`src/rtl/sig_interposer_pkg.sv`:
```
package sig_interposer_pkg;

  typedef enum logic [1:0] {
    MODE_OBSERVE = 2'b00,
    MODE_BLOCK   = 2'b01,
    MODE_DIVERT  = 2'b10,
    MODE_SUBST   = 2'b11
  } ipMode_e;

  typedef struct packed {
    logic passEn;  // bus carries baseIn
    logic obsEn;   // monitor sees baseIn
    logic injEn;   // bus carries captured inject value
  } ipStrobes_t;

endpackage

```
`src/rtl/sig_interposer_ctrl.sv`:
```
module sig_interposer_ctrl
  import sig_interposer_pkg::*;
#(
  parameter int W = 8
) (
  input  logic         clk,
  input  logic         rstN,
  input  logic [1:0]   modeSel,
  input  logic [W-1:0] injIn,
  input  logic         layerPresent,
  output ipStrobes_t   strobes,
  output logic [W-1:0] injData
);

  ipMode_e modeReg;

  always_ff @(posedge clk or negedge rstN) begin
    if (!rstN) begin
      modeReg <= MODE_OBSERVE;
      injData <= '0;
    end else begin
      modeReg <= ipMode_e'(modeSel);
      injData <= injIn;
    end
  end

  // layer presence stays unregistered so the fallback is immediate
  always_comb begin
    strobes = '{passEn: 1'b1, obsEn: 1'b0, injEn: 1'b0};
    if (layerPresent) begin
      unique case (modeReg)
        MODE_OBSERVE: strobes = '{passEn: 1'b1, obsEn: 1'b1, injEn: 1'b0};
        MODE_BLOCK:   strobes = '{passEn: 1'b0, obsEn: 1'b0, injEn: 1'b0};
        MODE_DIVERT:  strobes = '{passEn: 1'b0, obsEn: 1'b1, injEn: 1'b0};
        MODE_SUBST:   strobes = '{passEn: 1'b0, obsEn: 1'b0, injEn: 1'b1};
        default:      strobes = '{passEn: 1'b1, obsEn: 1'b0, injEn: 1'b0};
      endcase
    end
  end

endmodule

```
`src/rtl/sig_interposer_dp.sv`:
```
module sig_interposer_dp
  import sig_interposer_pkg::*;
#(
  parameter int           W        = 8,
  parameter logic [W-1:0] IDLE_VAL = '0
) (
  input  logic [W-1:0] baseIn,
  input  logic [W-1:0] injData,
  input  ipStrobes_t   strobes,
  output logic [W-1:0] baseOut,
  output logic [W-1:0] obsOut
);

  for (genvar b = 0; b < W; b++) begin : g_bit
    always_comb begin
      if (strobes.passEn)     baseOut[b] = baseIn[b];
      else if (strobes.injEn) baseOut[b] = injData[b];
      else                    baseOut[b] = IDLE_VAL[b];
      obsOut[b] = strobes.obsEn & baseIn[b];
    end
  end

endmodule

```
`src/rtl/sig_interposer.sv`:
```
module sig_interposer
  import sig_interposer_pkg::*;
#(
  parameter int           W        = 8,
  parameter logic [W-1:0] IDLE_VAL = '0
) (
  input  logic         clk,
  input  logic         rstN,
  input  logic [W-1:0] baseIn,
  output logic [W-1:0] baseOut,
  output logic [W-1:0] obsOut,
  input  logic [W-1:0] injIn,
  input  logic [1:0]   modeSel,
  input  logic         layerPresent
);

  ipStrobes_t   strobes;
  logic [W-1:0] injData;

  sig_interposer_ctrl #(.W(W)) u_ctrl (
    .clk          (clk),
    .rstN         (rstN),
    .modeSel      (modeSel),
    .injIn        (injIn),
    .layerPresent (layerPresent),
    .strobes      (strobes),
    .injData      (injData)
  );

  sig_interposer_dp #(.W(W), .IDLE_VAL(IDLE_VAL)) u_dp (
    .baseIn  (baseIn),
    .injData (injData),
    .strobes (strobes),
    .baseOut (baseOut),
    .obsOut  (obsOut)
  );

endmodule

```
`config.mk`:
```
export PLATFORM = sky130hd
export DESIGN_NAME = sig_interposer
export DESIGN_NICKNAME = d
export VERILOG_FILES = /design/src/rtl/sig_interposer_pkg.sv /design/src/rtl/sig_interposer_ctrl.sv /design/src/rtl/sig_interposer_dp.sv /design/src/rtl/sig_interposer.sv
export SDC_FILE = /design/constraint.sdc
export NUM_CORES = 1
export LEC_CHECK = 0
export BUFFER_PORTS_ARGS = -buffer_cell sky130_fd_sc_hd__buf_2
export CAP_MARGIN = 0
export CORE_UTILIZATION = 31
export DETAILED_ROUTE_END_ITERATION = 12
export PLACE_DENSITY = 0.73
export SYNTH_ARGS = -nofsm -noshare
export SYNTH_HDL_FRONTEND = slang
export SYNTH_HIERARCHICAL = 1
export SYNTH_SLANG_ARGS = --single-unit
```
`constraint.sdc`:
```
create_clock -name clk -period 1.3 [get_ports clk]
set_clock_uncertainty 0.15 [all_clocks]
set_input_delay 0.195 -clock clk [delete_from_list [all_inputs] [get_ports clk]]
set_output_delay 0.195 -clock clk [all_outputs]
set_load 0.03 [all_outputs]
```
Yosys cells after proc, flatten, opt, wreduce, memory -nomap -nowiden. Index checks and enable logic that the tools add are counted.

Register bits: 10. Input bits: 21. Output and inout port bits: 16. Logic and storage cells: 32.

Equality and inequality tests: 3. Multiplexer cells: 18. Bitwise gates (word level): 8. Reductions and logical operators: 1.

Operators by type and width (count): two-way mux 1 bit (16); case mux 3 bit (4 select lines) (1); bitwise AND 1 bit (8); equality test 2 bit (second input constant) (2); two-way mux 3 bit (1); equality test 2 x 1 -> 1 bit (second input constant) (1); zero test 2 bit (1).

Longest topological paths before layout.
Depth after elaboration: 5. Depth in mapped cells: 4. Depth with buffers taken out: 3.

By module. The synthesis kept the hierarchy.

By module, submodules not included: sig_interposer_ctrl (times used 1, cells an instance 13, area an instance 271.5 sq um, seq. area each 250.2 sq um); sig_interposer_dp (times used 1, cells an instance 20, area an instance 157.7 sq um, seq. area each 0.0 sq um).

Worst setup path before layout. Ideal clock, no wire load.

Path kind: register to output. Start point: reg u_ctrl.modeReg[0]. End point: out baseOut[7]. Arrival time: 1267 ps. Required time: 955 ps. Path slack: -312 ps. Stages on the path, launching flop included: 4. Path buffers: 1. Path through: dfrtp_1 > o21ai_0 > buf_6 > o21ai_0.

RTL lines: start: declaration (line sig_interposer_ctrl.sv:15) `ipMode_e modeReg;`; start signal: assignment (line sig_interposer_ctrl.sv:22) `modeReg <= ipMode_e'(modeSel);`; end: declaration (line sig_interposer.sv:10) `output logic [W-1:0] baseOut,`.

==> out/results.tsv <==
stage	metric	value	unit
global_routing	largest net degree at the start of global routing	11	
yosys	Yosys reg bits	10	
power	Sw Ratio	27.7	%
floorplan	Initial Utilization	33.0	%
clock_network	Sink Count	10	
finish	Final Cell Area	925	µm²
worst_setup_path	Crit. End Element	output pin	
yosys	Compound-Gate Fraction of Synth Area	18.7	%
yosys	Post-Synth XOR/XNOR Area	0	%
power	Static Leak	0.468	nW
routing	via count	464	
sta	Final min period	1760	ps
power	Sw Pwr	243	µW
finish	# nets final	110	
yosys	post-synthesis simple-gate area fraction	20.4	%
global_routing	initial antenna violation count	0	
yosys	Warnings, synthesis	6	
sta	Max-slew headroom	85.9	%
power	clock power share	32.2	%
sta	crit share post-route	136	%
worst_setup_path	type of the worst setup path	reg2out	
finish	fraction of layout cells with a size suffix above 1	69.3	%
sta	RSZ-0062 raised after global routing	true	
routing	final wirelength	1.35	mm
clock_network	Root Buffer	clkbuf_4	
power	internal power	636	µW
clock_network	CTS buffer count	3	
power	Peak supply drop	666	µV
routing	DR pass1 iterations	2	
floorplan	Row Count	13	
finish	# diodes	0	
yosys	Yosys cell types	9	
yosys	sequential fraction of the synthesis area	58.3	%
placed_design	cell area after placement	658	µm²
sta	final slew viol count	0	
power	Comb pwr share	29.7	%
yosys	Syn Nets	54	
yosys	synthesized instance count	33	
placed_design	worst slack at placement	-164	ps
clock_network	CTS tree	built	
worst_setup_path	Worst EP arrival	1420	ps
clock_network	clk buf depth	2	
routing	Routed Antenna Nets	0	
yosys	post-synthesis adder-cell area fraction	0	%
placed_design	Placer Congestion	0.623	
finish	synthesis-to-finish area growth	115	%
floorplan	Ports	37	
clock_network	Clock H-tree levels	1	
placed_design	input/output buffers	36	
floorplan	Die Area	1540	µm²
outcome	status	complete, but fails checks	
clock_network	Clock transition at path regs	70	ps
run	MaxCap Viol Count	0	
power	P per Cell Area	951	nW/µm²
yosys	mapped cell area	429	µm²
routing	via density per instance	4.50	
worst_setup_path	Req. time, crit path	950	ps
finish	highest-count cells in the layout ignoring fill and taps	23 x buf_2, 13 x buf_6, 11 x dlygate4sd3_1	
routing	DRC errors left	0	
routing	wire length per cell	13.1	µm
floorplan	chip height	39.2	µm
yosys	post-synthesis mux area share	0	%
sta	Final Hold Fails	0	
sta	final worst slack	-462	ps
routing	Iter 0 DRT Violations	4	
finish	most common cell after layout, fill and taps aside	buf_2	
sta	worst hold slack	161	ps
floorplan	Core ar.	1300	µm²
floorplan	Die Width	39.2	µm
sta	Worst-Margin Slew	211	ps
outcome	failing checks	negative setup slack	
yosys	synthesized area per cell	13.0	µm²
sta	# setup viols final	16	
global_routing	first-pass GRT wire length	2.01	mm
finish	Filler cells	99	
min_path	HP Class	in2async	
worst_setup_path	Worst Path Max Fanout	5	
power	Overall Power	879	µW
global_routing	Tot GR Track Use	20.8	%
global_routing	GRT overflow	0	
global_routing	vias in the first global route	463	
sta	Setup TNS Final	-6190	ps
sta	fmax	0.567	GHz
yosys	main combinational cell family by area after synthesis	simple AND/OR/NAND/NOR gates	
worst_setup_path	Worst setup SP type	register	
power	Flop pwr share	38.1	%
placed_design	HPWL Detailed	805	µm
==> state kept, by name, summed over array words and instances (netlist names) <==
name and flops:
u_ctrl/injData 8, u_ctrl/modeReg 2
==> power groups by stage <==
| stage | Combinational, mW | Clock [mW] | Sequential (mW) |
|---|---|---|---|
| 3_5_place_dp | 0.182 | 0 | 0.339 |
| 2_1_floorplan | 0.108 | 0 | 0.337 |
| 6_report | 0.261 | 0.284 | 0.335 |
| 5_1_grt | 0.276 | 0.307 | 0.336 |
| 3_3_place_gp | 0.181 | 0 | 0.338 |
| 4_1_cts | 0.246 | 0.274 | 0.333 |
==> critical path: stages (launching register included) <==
cell	delay, ps
dfrtp_1	390
o21ai_1	70
buf_4	150
buf_4	140
a22o_2	260
buf_6	140
==> kinds of logic after synthesis <==
group | count (synthesis)
flops | 10
simple gates | 13
compound gates | 9
buf+inv | 1
==> repair_timing <==
| item | 4_1_cts | 5_1_grt |
|---|---|---|
| gates resized for setup | 29 | 6 |
| hold endpoints to repair | 20 | 0 |
| buffers inserted | 0 | 1 |
| pin swaps | 3 | 2 |
| setup endpoints to repair | 16 | 16 |
| hold buffers | 11 | 0 |
==> worst max path at each step <==
stage                                start         end  slack [ps]  cells past startpoint
2_1_floorplan  u_ctrl/modeReg[1]$_DFF_PN0_  baseOut[1]         -50                      4
3_3_place_gp   u_ctrl/modeReg[0]$_DFF_PN0_  baseOut[4]        -160                      4
3_5_place_dp   u_ctrl/modeReg[0]$_DFF_PN0_  baseOut[1]        -160                      4
4_1_cts        u_ctrl/modeReg[0]$_DFF_PN0_  baseOut[1]        -420                      5
5_1_grt        u_ctrl/modeReg[0]$_DFF_PN0_  baseOut[2]        -520                      5
6_report       u_ctrl/modeReg[0]$_DFF_PN0_  baseOut[1]        -460                      5
==> area by class of cell <==
cell class | count | area [µm²] | share of cell area, %
Clock buffer | 4 | 36.3 | 3.92
Sequential cell | 10 | 250 | 27.1
Tap cell | 15 | 18.8 | 2.03
Multi-Input combinational cell | 22 | 210 | 22.7
Timing Repair Buffer | 52 | 409 | 44.2
==> cell usage after synthesis <==
master   instances  share of area [%]
a22o_2           7                 16
and2_1           8                 12
and2b_2          1                2.0
and3_2           1                1.7
buf_6            1                2.6
dfrtp_1         10                 58
nand2_1          2                1.7
nor2b_4          1                3.2
o21ai_0          2                2.3
==> per-layer routing <==
layer / GRT usage, % / up-vias / wire length [µm]
met3: 3.47 / 2 / 72
met4: 10.3 / 0 / 14
met1: 23.4 / 211 / 494
li1: - / 227 / -
met5: 0 / - / 0
met2: 37.1 / 24 / 764
==> through the flow <==
stage                     util (%)  std cells
after floorplan                  -         33
after global placement        50.6         87
after detailed placement      50.6         87
after CTS                     68.7        102
after global routing          71.1        103
final                         71.1        103
(Power assumes the default switching activity.)
